### src/rtl/tdc_pkg.sv
package tdc_pkg;
  typedef enum logic {
    MEAS_IDLE = 1'b0,
    MEAS_RUN  = 1'b1
  } meas_state_e;
endpackage

### src/rtl/tdc_therm_dec.sv
module tdc_therm_dec #(
  parameter int N_CELLS = 16,
  localparam int FINE_W = $clog2(N_CELLS)
) (
  input  logic [N_CELLS-1:0] fine_i,
  output logic [FINE_W-1:0]  code_o
);
  // lowest zero = first 1->0 transition; upper bubbles ignored
  always_comb begin
    code_o = FINE_W'(N_CELLS - 1);
    for (int i = N_CELLS - 1; i >= 0; i--) begin
      if (!fine_i[i]) code_o = FINE_W'(i);
    end
  end

  always_comb begin
    if (code_o != '0) AST_FINE_LOW_ONES: assert (fine_i[0]);
  end
endmodule

### src/rtl/tdc_coarse_ctl.sv
module tdc_coarse_ctl
  import tdc_pkg::*;
#(
  parameter int COARSE_W = 8
) (
  input  logic                clk_i,
  input  logic                rst_ni,
  input  logic                start_i,
  input  logic                stop_i,
  input  logic                busy_i,
  output logic                cap_o,
  output logic                ovf_o,
  output logic [COARSE_W-1:0] coarse_o
);
  localparam logic [COARSE_W-1:0] CNT_MAX = '1;

  meas_state_e         state_q;
  logic [COARSE_W-1:0] cnt_q;
  logic                run, at_max;

  assign run      = (state_q == MEAS_RUN) && !busy_i && !start_i;
  assign at_max   = (cnt_q == CNT_MAX);
  assign cap_o    = run && stop_i;
  assign ovf_o    = run && !stop_i && at_max;
  assign coarse_o = cnt_q;

  always_ff @(posedge clk_i or negedge rst_ni) begin
    if (!rst_ni) begin
      state_q <= MEAS_IDLE;
      cnt_q   <= '0;
    end else if (!busy_i) begin
      if (start_i) begin
        state_q <= MEAS_RUN;
        cnt_q   <= '0;
      end else if (cap_o || ovf_o) begin
        state_q <= MEAS_IDLE;
      end else if (state_q == MEAS_RUN) begin
        cnt_q <= cnt_q + 1'b1;
      end
    end
  end

  AST_RESTART_CLEARS: assert property (@(posedge clk_i) disable iff (!rst_ni)
    start_i && !busy_i |=> state_q == MEAS_RUN && cnt_q == '0);
  AST_OVF_ENDS_RUN: assert property (@(posedge clk_i) disable iff (!rst_ni)
    state_q == MEAS_RUN && at_max && !start_i && !stop_i && !busy_i |=> state_q == MEAS_IDLE);
endmodule

### src/rtl/tdc_result_store.sv
module tdc_result_store #(
  parameter int RES_W = 12
) (
  input  logic             clk_i,
  input  logic             rst_ni,
  input  logic             wr_i,
  input  logic             wr_ovf_i,
  input  logic [RES_W-1:0] wr_data_i,
  input  logic             ack_i,
  output logic [RES_W-1:0] data_o,
  output logic             valid_o,
  output logic             ovf_o
);
  always_ff @(posedge clk_i or negedge rst_ni) begin
    if (!rst_ni) begin
      data_o  <= '0;
      valid_o <= 1'b0;
      ovf_o   <= 1'b0;
    end else if (wr_i) begin
      data_o  <= wr_ovf_i ? '1 : wr_data_i;
      valid_o <= 1'b1;
      ovf_o   <= wr_ovf_i;
    end else if (valid_o && ack_i) begin
      valid_o <= 1'b0;
      ovf_o   <= 1'b0;
    end
  end

  AST_VALID_HOLD: assert property (@(posedge clk_i) disable iff (!rst_ni)
    valid_o && !ack_i |=> valid_o && $stable(data_o));
  AST_ACK_CLEAR: assert property (@(posedge clk_i) disable iff (!rst_ni)
    valid_o && ack_i |=> !valid_o && !ovf_o);
  AST_NO_WR_PENDING: assert property (@(posedge clk_i) disable iff (!rst_ni)
    valid_o |-> !wr_i);
  AST_OVF_SATURATED: assert property (@(posedge clk_i) disable iff (!rst_ni)
    ovf_o |-> valid_o && data_o == '1);
endmodule

### src/rtl/tdc_interval_digitizer.sv
module tdc_interval_digitizer #(
  parameter int COARSE_W = 8,
  parameter int N_CELLS  = 16,
  localparam int FINE_W  = $clog2(N_CELLS),
  localparam int RES_W   = COARSE_W + FINE_W
) (
  input  logic               clk_i,
  input  logic               rst_ni,
  input  logic               start_i,
  input  logic               stop_i,
  input  logic [N_CELLS-1:0] fine_i,
  input  logic               ack_i,
  output logic [RES_W-1:0]   result_o,
  output logic               valid_o,
  output logic               ovf_o
);
  logic [FINE_W-1:0]   fine_code;
  logic [COARSE_W-1:0] coarse;
  logic                cap, ovf_hit;

  tdc_therm_dec #(.N_CELLS(N_CELLS)) u_dec (
    .fine_i (fine_i),
    .code_o (fine_code)
  );

  tdc_coarse_ctl #(.COARSE_W(COARSE_W)) u_ctl (
    .clk_i    (clk_i),
    .rst_ni   (rst_ni),
    .start_i  (start_i),
    .stop_i   (stop_i),
    .busy_i   (valid_o),
    .cap_o    (cap),
    .ovf_o    (ovf_hit),
    .coarse_o (coarse)
  );

  tdc_result_store #(.RES_W(RES_W)) u_store (
    .clk_i     (clk_i),
    .rst_ni    (rst_ni),
    .wr_i      (cap || ovf_hit),
    .wr_ovf_i  (ovf_hit),
    .wr_data_i ({coarse, fine_code}),
    .ack_i     (ack_i),
    .data_o    (result_o),
    .valid_o   (valid_o),
    .ovf_o     (ovf_o)
  );

  AST_STOP_NEEDS_RUN: assert property (@(posedge clk_i) disable iff (!rst_ni)
    !valid_o && stop_i && !cap |=> !valid_o || ovf_o);
  AST_SAME_EDGE_START: assert property (@(posedge clk_i) disable iff (!rst_ni)
    !valid_o && start_i |=> !valid_o);
endmodule

### config.mk
export PLATFORM = sky130hd
export DESIGN_NAME = tdc_interval_digitizer
export DESIGN_NICKNAME = d
export VERILOG_FILES = /design/src/rtl/tdc_pkg.sv /design/src/rtl/tdc_therm_dec.sv /design/src/rtl/tdc_coarse_ctl.sv /design/src/rtl/tdc_result_store.sv /design/src/rtl/tdc_interval_digitizer.sv
export SDC_FILE = /design/constraint.sdc
export NUM_CORES = 1
export LEC_CHECK = 0
export BUFFER_PORTS_ARGS = -buffer_cell sky130_fd_sc_hd__buf_2
export CORE_ASPECT_RATIO = 2
export CORE_MARGIN = 1
export CORE_UTILIZATION = 30
export DETAILED_ROUTE_END_ITERATION = 16
export PLACE_DENSITY = 0.54
export SYNTH_ARGS = -nofsm -noshare
export SYNTH_HDL_FRONTEND = slang
export SYNTH_SLANG_ARGS = --single-unit
### constraint.sdc
create_clock -name clk_i -period 1.7 [get_ports clk_i]
set_clock_uncertainty 0.15 [all_clocks]
set_input_delay 0.255 -clock clk_i [delete_from_list [all_inputs] [get_ports clk_i]]
set_output_delay 0.255 -clock clk_i [all_outputs]
set_load 0.05 [all_outputs]
# --- Word-level counts from Yosys, hierarchy flattened ---
# Cells that the tools add are included.
# W data, S select, Z words.
word_totals:
  register_bits: 23
  in_bits: 21
  output_inout_bits: 14
  elab_cells: 48
op_classes:
  addsub: 1
  n_eq_ne: 2
  mux: 24
  bitwise_logic: 1
  n_reduce_logical: 15
op_table:
  columns: ["op", "n"]
  rows:
  - ["$mux W4", 8]
  - ["$mux W8", 3]
  - ["$mux W12", 1]
  - ["$mux W3", 4]
  - ["$add A8 B1 Y8 const B", 1]
  - ["$eq A8 B8 Y1 const B", 1]
  - ["$logic_and A1 B1 Y1", 6]
  - ["$mux W1", 6]
  - ["$reduce_bool A2 Y1", 3]
  - ["$mux W2", 2]
  - ["$logic_not A1 Y1", 3]
  - ["$reduce_and A3 Y1", 1]
  - ["$ne A2 B2 Y1 const B", 1]
  - ["$reduce_and A2 Y1", 1]
  - ["$logic_or A1 B1 Y1", 1]
  - ["$not A1 Y1", 1]

# --- Longest topological paths before layout ---
# Gate-level depths: netlist of run 1.
logic_depth:
  ltp_word: 16
  ltp_mapped: 7
  depth_no_buf: 5

# --- By module ---
# A second synthesis of run 1 with hierarchy kept.
hier_totals:
  cells_unflattened: 153
  area_unflattened_um2: 1406.3
by_module_without_submodules:
  columns: ["module", "instances", "cells_each", "area_per_inst_um2", "seq_area_each_um2"]
  rows:
  - ["tdc_coarse_ctl", 1, 68, 628.1, 225.2]
  - ["tdc_result_store", 1, 59, 610.6, 350.3]
  - ["tdc_therm_dec", 1, 25, 161.4, 0.0]
  - ["tdc_interval_digitizer", 1, 1, 6.3, 0.0]

# --- Worst setup path after synthesis of run 1 ---
# No wires, ideal clock.
synth_path:
  kind: "register -> register"
  from: "register u_ctl.cnt_q[0], in the netlist u_ctl.coarse_o[0]"
  to: "register u_store.data_o[10]"
  setup_time_ns: 0.128
  t_arrival_ns: 1.612
  required_ns: 1.422
  setup_slack_ns: -0.189
  path_stages_with_launch: 7
  n_path_buf: 1
  synth_period_minus_slack_ns: 1.889
  cell_sequence: "dfrtp_1 > ha_1 > and2_1 > buf_1 > a31oi_1 > nand2b_1 > mux2_1"
synth_between:
  elab_chain_len: 3
  elab_cells_between_ends: 4
  classes_between: "1 x eq/ne; 1 x mux; 2 x reduce/logical"
synth_rtl:
  columns: ["element", "line_no", "text"]
  rows:
  - ["start: declaration", "tdc_coarse_ctl.sv:18", "logic [COARSE_W-1:0] cnt_q;"]
  - ["start signal: assignment", "tdc_coarse_ctl.sv:38", "cnt_q <= cnt_q + 1'b1;"]
  - ["$eq A8 B8 Y1 *", "tdc_coarse_ctl.sv:22", "assign at_max = (cnt_q == CNT_MAX);"]
  - ["$logic_and A1 B1 Y1 *", "tdc_coarse_ctl.sv:24", "assign ovf_o = run && !stop_i && at_max;"]
  - ["$mux W12 or $logic_or A1 B1 Y1 (tied branches)", "tdc_result_store.sv:20, tdc_interval_digitizer.sv:40", null]
  - ["end signal: assignment", "tdc_result_store.sv:20", "data_o <= wr_ovf_i ? '1 : wr_data_i;"]
  - ["end: declaration", "tdc_result_store.sv:10", "output logic [RES_W-1:0] data_o,"]
# Mark *: on every way between the ends. The rest lies on a longest branch, timed or not.
# A chain may end at the register's enable or synchronous reset.

# --- Final worst setup path of run 1 ---
layout_path:
  from: "register u_ctl.cnt_q[1], in the netlist u_ctl.coarse_o[1]"
  to: "register u_ctl.cnt_q[4], in the netlist u_ctl.coarse_o[4]"
layout_between:
  elab_chain_len: 5
  elab_cells_between_ends: 9
  classes_between: "1 x add/sub; 2 x eq/ne; 3 x mux; 3 x reduce/logical"
layout_rtl:
  columns: ["element"]
  rows:
  - ["branches (longest 5 deep; another with $add A8 B1 Y8)"]
# Parallel ways; which one is timed is not known. The select of a mux whose other input is x is not followed.

==> results.sh, run 1 <==
export IMPL_initial_utilization_pct=31.1
export IMPL_rsz0062_at_grt="yes"
export IMPL_synthArstFlopShare_pct=100
export IMPL_required_ns=1.72
export IMPL_layout_min_cycle_time_ns=1.83
export IMPL_fin_ws_ns=-0.128
export IMPL_critPathCaptureType="flop"
export IMPL_cts_root_buf="clkbuf_8"
export IMPL_cts_buffer_depth=2
export IMPL_detail_route_antenna_nets=0
export IMPL_cts_tree="built"
export IMPL_worstSetupPathType="reg -> reg"
export IMPL_drtIter0Drc=22
export IMPL_multi_input_area_um2=776
export IMPL_grt_max_degree=24
export IMPL_yosysSeqAreaShare_pct=45.8
export IMPL_vias_per_cell=5.19
export IMPL_crit_slowest_cell="dfrtp_1"
export IMPL_tightest_slew_ns=0.545
export IMPL_slew_viol_final=0
export IMPL_violations="setup timing"
export IMPL_synth_area_um2=1260
export IMPL_grt_pass1_vias=1369
export IMPL_slew_headroom_pct=63.6
export IMPL_crit_path_start_kind="flop"
export IMPL_syn_to_final_growth_pct=50.8
export IMPL_final_area_um2=1900
export IMPL_path_cells="ha_2 -> and4b_4 -> a2111oi_4 -> buf_4 -> a31oi_2 -> a41o_1"
export IMPL_max_freq_mhz=547
export IMPL_diodes=0
export IMPL_synth_top_area_share_pct=45.8
export IMPL_synth_distinct_cells=39
export IMPL_synth_ff_type="dfrtp_1"
export IMPL_p_per_area_nw_per_um2=931
export IMPL_synth_seq_cells=23
export IMPL_p_leak_nw=0.987
export IMPL_detail_route_wl_per_cell_um=15.5
export IMPL_row_count=33
export IMPL_finalNetCount=224
export IMPL_detailed_place_hpwl_mm=2.84
export IMPL_yosys_warnings=0
export IMPL_fill_cells=410
export IMPL_synth_area_leaders="dfrtp_1 46%, nand2_1 8.4%, nand3_1 5.2%, a21oi_1 3.2%, a31oi_1 2.5%"
export IMPL_cts_made_buffers=3
export IMPL_cp_top_family="compound AO/OA/AOI/OAI gates"
export IMPL_cp_buffers_inverters=1
export IMPL_critPathArrivalTime_ns=1.85
export IMPL_grt_antenna_before_repair=0
export IMPL_grt_overflow=0
export IMPL_ir_drop_v=0.000504
export IMPL_hold_path_class="in -> reg"
export IMPL_grt_pass1_wl_mm=6.05
export IMPL_drive_gt1_share_pct=47.3
export IMPL_maxCapViolations=0
export IMPL_hold_violations=0
export IMPL_die_w_um=47.8
export IMPL_numClockSinks=23
export IMPL_synth_cells=137
export IMPL_die_area_um2=4470
export IMPL_seq_area_um2=579
export IMPL_cp_max_fo=5
export IMPL_die_h_um=93.6
export IMPL_h_tree_depth=1
export IMPL_totalWireLength_mm=3.93
export IMPL_coreArea_um2=4050
export IMPL_drc=0
export IMPL_place_area_um2=1700
export IMPL_via_count=1313
export IMPL_fin_tns_setup_ns=-0.734
export IMPL_finalPower_mw=1.77
export IMPL_slowest_delay_ns=0.40
export IMPL_status="finished with violations"
export IMPL_grt_usage_pct=19.2
export IMPL_io_pins=35
export IMPL_clkLatencyLatePin_ns=0.27
export IMPL_whs_ns=0.0135
export IMPL_fin_crit_sh_pct=108
export IMPL_clkTransAtPathRegs_ns=0.09
export IMPL_synth_top_area_cell="dfrtp_1"
export IMPL_firstDrtPassIters=4
export IMPL_syn_nets=159
export IMPL_setup_viol=10
export IMPL_avgSynthCellArea_um2=9.18
export IMPL_synth_edff_count=0
export IMPL_gp_congestion=0.864
export IMPL_io_buffers=33
[cell usage in the layout, fill, tap and decap left out, types with 3 or more instances in the layout]
cell type	synthesis	final
nand3_2	0	7
nor2_1	7	7
buf_4	0	29
dfrtp_1	23	22
nand4_1	3	3
inv_1	4	4
o21ai_0	5	3
a21oi_1	8	8
nand3_1	13	5
nand2_1	28	27
buf_2	1	33
clkbuf_8	0	3
[per-layer routing]
| layer | routed length, um | share of wire [%] | vias to the layer above | GRT usage [%] |
|---|---|---|---|---|
| met3 | 141 | 3.6 | 13 | 2.51 |
| met4 | 170 | 4.3 | 0 | 10.4 |
| met5 | 0 | 0 | - | 0 |
| met2 | 2230 | 57 | 46 | 36.1 |
| li1 | - | - | 633 | - |
| met1 | 1380 | 35 | 621 | 17.6 |
[flip-flops by register name, indices dropped and copies added (netlist names)]
name / count
u_store.valid_o: 1
u_ctl.state_q: 1
u_ctl.coarse_o: 8
u_store.ovf_o: 1
u_store.data_o: 12
[metrics by stage]
stage          util (%)  worst slack (ns)  cells
4_1_cts            45.1            -0.176    250
3_3_place_gp       42.0            -0.126    240
3_5_place_dp       42.0            -0.173    240
5_1_grt            46.9            -0.185    253
2_1_floorplan         -           -0.0870    137
6_report           46.9            -0.128    253
[final timing paths]
check,from,end,slack (ns),cells after the start
min in group asynchronous,rst_ni,u_ctl.coarse_o[6]$_DFFE_PN0P_,0.33,2
worst max register to register,u_ctl.coarse_o[1]$_DFFE_PN0P_,u_ctl.coarse_o[4]$_DFFE_PN0P_,-0.13,6
worst min-delay path,ack_i,u_store.valid_o$_DFFE_PN0P_,0.01,2
worst max-delay path,u_ctl.coarse_o[1]$_DFFE_PN0P_,u_ctl.coarse_o[4]$_DFFE_PN0P_,-0.13,6
max in group asynchronous,rst_ni,u_store.valid_o$_DFFE_PN0P_,0.64,2
worst min register to register,u_store.data_o[6]$_DFFE_PN0P_,u_store.data_o[6]$_DFFE_PN0P_,0.35,2
[cell usage after synthesis (2+ instances only)]
cell,n
nand2_1,28
clkbuf_1,3
nand4_1,3
and2_1,2
o2111ai_1,2
a31oi_1,5
o21ai_0,5
inv_1,4
and4_1,2
a21oi_1,8
nor3b_1,2
dfrtp_1,23
a31o_1,2
nand3_1,13
nand2b_1,2
o211ai_1,2
nor2b_1,2
nor2_1,7
a41o_1,2
[layout make-up]
cell class	count	area share, %
inverter	4	0.792
multi-input combinational	105	40.9
timing repair buffer	65	21.9
tap	52	3.43
clock inverter	1	0.264
clock buffer	3	2.18
sequential	23	30.5
[where the power goes]
group | internal (mW) | switching, mW | total [mW]
Clock | 0.164 | 0.188 | 0.352
Sequential | 0.629 | 0.0589 | 0.688
Combinational | 0.281 | 0.444 | 0.726
Total | 1.07 | 0.691 | 1.77
[timing repair]
item	4_1_cts	5_1_grt
hold buffers	1	0
setup endpoints to repair	10	22
setup buffers	4	3
pin swaps	10	5
hold endpoints to repair	23	0
cloned	1	0
resized for setup	9	9
[cell families (layout without fill, tap and decap cells)]
| kind of cell | Yosys count | count (layout) | share of synthesized area, % |
|---|---|---|---|
| flops | 23 | 23 | 45.8 |
| buf+inv | 10 | 73 | 3.68 |
| compound gates | 32 | 32 | 19.1 |
| fa+ha+maj | 1 | 1 | 0.995 |
| mux | 1 | 1 | 0.895 |
| simple gates | 70 | 71 | 29.6 |
No activity file was read; power rests on OpenSTA's default activity.
==> run 2, diff against run 1 <==
--- a/config.mk
+++ b/config.mk
@@ -8,9 +8,10 @@
 export BUFFER_PORTS_ARGS = -buffer_cell sky130_fd_sc_hd__buf_2
 export CORE_ASPECT_RATIO = 2
 export CORE_MARGIN = 1
-export CORE_UTILIZATION = 30
+export CORE_UTILIZATION = 47
 export DETAILED_ROUTE_END_ITERATION = 16
-export PLACE_DENSITY = 0.54
+export PLACE_DENSITY = 0.76
 export SYNTH_ARGS = -nofsm -noshare
 export SYNTH_HDL_FRONTEND = slang
+export SYNTH_HIERARCHICAL = 1
 export SYNTH_SLANG_ARGS = --single-unit
==> constraint.sdc (replaced) <==
create_clock -name clk_i -period 1.5 [get_ports clk_i]
set_clock_uncertainty 0.15 [all_clocks]
set_input_delay 0.225 -clock clk_i [delete_from_list [all_inputs] [get_ports clk_i]]
set_output_delay 0.225 -clock clk_i [all_outputs]
set_load 0.05 [all_outputs]
==> run 2 against run 1 <==
  * The flow still finishes with violations (setup timing)
  * Combinational power is 49% higher
  * First-iteration DRC count grew 120%
  * Setup slack worse by 0.18 ns
  * Global-route usage rose by 8.4 points
  * Largest power group unchanged
  * Area after synthesis up 12%
  * Non-clock buffer count shrank 4
==> results.sh, run 2 <==
export IMPL_status="finished with violations"
export IMPL_violations="setup timing"
export IMPL_synth_seq_cells=23
export IMPL_yosys_warnings=6
export IMPL_grt_pass1_vias=1452
export IMPL_cts_tree="built"
export IMPL_slew_viol_final=0
export IMPL_ys_top_cells_by_count="23 x dfrtp_1, 22 x nor2_1, 18 x nand2_1"
export IMPL_clock_power_share_pct=16.6
export IMPL_grt_antenna_before_repair=0
export IMPL_avgSynthCellArea_um2=9.19
export IMPL_grt_max_degree=24
export IMPL_cts_buffer_depth=2
export IMPL_synth_area_um2=1410
export IMPL_critPathCaptureType="flop"
export IMPL_layout_min_cycle_time_ns=1.80
export IMPL_syn_nets=175
export IMPL_finalNetCount=234
export IMPL_synth_distinct_cells=47
export IMPL_synth_top_area_share_pct=40.9
export IMPL_hold_start="ack_i"
export IMPL_rsz0062_at_grt="yes"
export IMPL_p_per_area_nw_per_um2=1200
export IMPL_syn_to_final_growth_pct=38.5
export IMPL_r2r_end="u_store/data_o[3]$_DFFE_PN0P_"
export IMPL_h_tree_depth=1
export IMPL_die_h_um=79.4
export IMPL_synth_ff_type="dfrtp_1"
export IMPL_p_seq_share_pct=37.0
export IMPL_clkLatencyLatePin_ns=0.26
export IMPL_min_path_cells=3
export IMPL_ir_drop_v=0.000852
export IMPL_grt_pass1_wl_mm=6.31
export IMPL_die_w_um=40.7
export IMPL_setup_viol=24
export IMPL_r2r_start="u_store/valid_o$_DFFE_PN0P_"
export IMPL_rr_worst_depth=6
export IMPL_fin_ws_ns=-0.303
export IMPL_final_common_cell="buf_2"
export IMPL_slew_headroom_pct=65.3
export IMPL_gp_congestion=0.812
export IMPL_firstDrtPassIters=4
export IMPL_fill_cells=223
export IMPL_intPower_mw=1.30
export IMPL_largest_register_ffs=12
export IMPL_grt_usage_pct=27.6
export IMPL_r2r_setup_slack_ns=-0.30
export IMPL_drive_gt1_share_pct=45.0
export IMPL_maxCapViolations=0
export IMPL_initial_utilization_pct=50.2
export IMPL_fin_crit_sh_pct=120
export IMPL_path_cells="or3b_4 -> nor4_4 -> or2_4 -> clkbuf_16 -> nor2_2 -> a21oi_2"
export IMPL_io_buffers=33
export IMPL_detail_route_antenna_nets=0
export IMPL_detail_route_wl_per_cell_um=16.2
export IMPL_crit_slowest_cell="dfrtp_2"
export IMPL_grt_overflow=0
export IMPL_cts_root_buf="clkbuf_8"
export IMPL_hold_path_class="in -> reg"
export IMPL_synth_area_leaders="dfrtp_1 41%, nor2_1 5.9%, nand2_1 4.8%, a21oi_1 3.6%, buf_6 3.2%"
export IMPL_drtIter0Drc=48
export IMPL_cts_made_buffers=3
export IMPL_clkTransAtPathRegs_ns=0.09
export IMPL_whs_ns=0.0934
export IMPL_via_count=1427
export IMPL_hold_violations=0
export IMPL_tightest_slew_ns=0.520
export IMPL_yosysMostFrequentCell="dfrtp_1"
export IMPL_cp_max_fo=7
export IMPL_synthArstFlopShare_pct=100
export IMPL_row_count=27
export IMPL_totalWireLength_mm=3.89
export IMPL_synth_cells=153
export IMPL_top_register="u_store/data_o"
export IMPL_yosysSeqAreaShare_pct=40.9
export IMPL_p_sw_share_pct=44.2
export IMPL_power_switching_mw=1.03
export IMPL_comb_power_share_pct=46.4
export IMPL_io_pins=35
export IMPL_detailed_place_hpwl_mm=2.81
export IMPL_synth_edff_count=0
export IMPL_worstSetupPathType="reg -> reg"
export IMPL_fin_tns_setup_ns=-5.65
export IMPL_slowest_delay_ns=0.43
export IMPL_vias_per_cell=5.95
export IMPL_crit_path_start_kind="flop"
export IMPL_drc=0
export IMPL_numClockSinks=23
export IMPL_required_ns=1.55
export IMPL_p_leak_nw=0.907
export IMPL_min_to="u_store/valid_o$_DFFE_PN0P_"
export IMPL_layout_common_cells="33 x buf_2, 23 x buf_4, 22 x dfrtp_1"
export IMPL_critPathArrivalTime_ns=1.86
export IMPL_synth_top_area_cell="dfrtp_1"
export IMPL_die_area_um2=3230
export IMPL_max_freq_mhz=554
export IMPL_coreArea_um2=2800
export IMPL_diodes=0
==> run 2: cell types whose count changed after synthesis, moves of 5 or more <==
cell	before	now
nor2_1	7	22
nand2_1	28	18
nand3_1	13	4
a21oi_2	0	5
a31oi_1	5	0
o21ai_0	5	0
nor2_2	0	5
o21ai_1	0	5
==> run 2: kinds of logic (layout without fill, tap and decap cells) <==
group	count (synthesis)	after routing	synth area share (%)
buffers and inverters	13	71	6.49
muxes	2	2	1.42
DFF	23	23	40.9
adders and majority gates	1	1	0.890
AOI/OAI and AO/OA	39	39	22.4
and+or+nand+nor	75	75	27.8
==> run 2: worst max-delay path, delay by kind of cell (launching register included) <==
kind | cells | cell delay, ns
AOI/OAI and AO/OA | 1 | 0.09
and+or+nand+nor | 4 | 0.89
DFF | 1 | 0.43
buffers and inverters | 1 | 0.19
==> run 2: stage by stage <==
step | instance area, um2 | utilization [%] | setup slack (ns) | instances | total power [mW]
6_report | 1950 | 69.5 | -0.303 | 240 | 2.33
3_3_place_gp | 1740 | 62.0 | -0.249 | 230 | 1.81
3_5_place_dp | 1740 | 62.0 | -0.295 | 230 | 1.84
2_1_floorplan | 1430 | - | -0.627 | 153 | 1.55
4_1_cts | 1870 | 66.8 | -0.297 | 237 | 2.27
5_1_grt | 1950 | 69.5 | -0.378 | 240 | 2.45
==> run 2: final cells by class <==
| class | instances | area, um2 | area share (%) |
|---|---|---|---|
| timing repair buffer | 61 | 432 | 22.2 |
| multi-input combinational | 117 | 836 | 42.9 |
| inverter | 6 | 22.5 | 1.16 |
| sequential | 23 | 577 | 29.6 |
| clock buffer | 4 | 45.0 | 2.31 |
| tap | 29 | 36.3 | 1.86 |
==> run 2: timing repair <==
| item | CTS | global route |
|---|---|---|
| setup buffers | 1 | 2 |
| endpoints found under the setup margin | 23 | 23 |
| hold buffers | 1 | 0 |
| cloned | 1 | 1 |
| gates resized for setup | 10 | 7 |
| pin swaps | 4 | 4 |
| hold endpoints to repair | 23 | 0 |
==> run 2: power by group through the flow <==
stage                     Sequential (mW)  Combinational [mW]  Clock (mW)
after floorplan                      1.26               0.287           0
after global placement              0.842               0.965           0
after detailed placement            0.849               0.990           0
after CTS                           0.847                1.03       0.391
after global routing                0.884                1.15       0.413
final                               0.862                1.08       0.387
==> run 2: metal layers <==
| metal | wire, um | track usage (%) | up-vias |
|---|---|---|---|
| met5 | 0 | 0 | - |
| met2 | 2260 | 49.5 | 45 |
| met4 | 90 | 11.0 | 0 |
| met3 | 91 | 2.23 | 11 |
| li1 | - | - | 667 |
| met1 | 1440 | 30.3 | 704 |
==> run 2: how the worst max path moves through the flow <==
stage	start	end	slack (ns)	cells past startpoint
floorplan	u_store/valid_o$_DFFE_PN0P_	u_store/data_o[2]$_DFFE_PN0P_	-0.63	8
global placement	u_ctl/coarse_o[0]$_DFFE_PN0P_	u_ctl/coarse_o[5]$_DFFE_PN0P_	-0.25	5
detailed placement	u_ctl/coarse_o[0]$_DFFE_PN0P_	u_ctl/coarse_o[5]$_DFFE_PN0P_	-0.30	5
CTS	u_store/valid_o$_DFFE_PN0P_	u_store/data_o[7]$_DFFE_PN0P_	-0.30	6
global route	u_store/valid_o$_DFFE_PN0P_	u_store/data_o[2]$_DFFE_PN0P_	-0.38	6
finish	u_store/valid_o$_DFFE_PN0P_	u_store/data_o[3]$_DFFE_PN0P_	-0.30	6
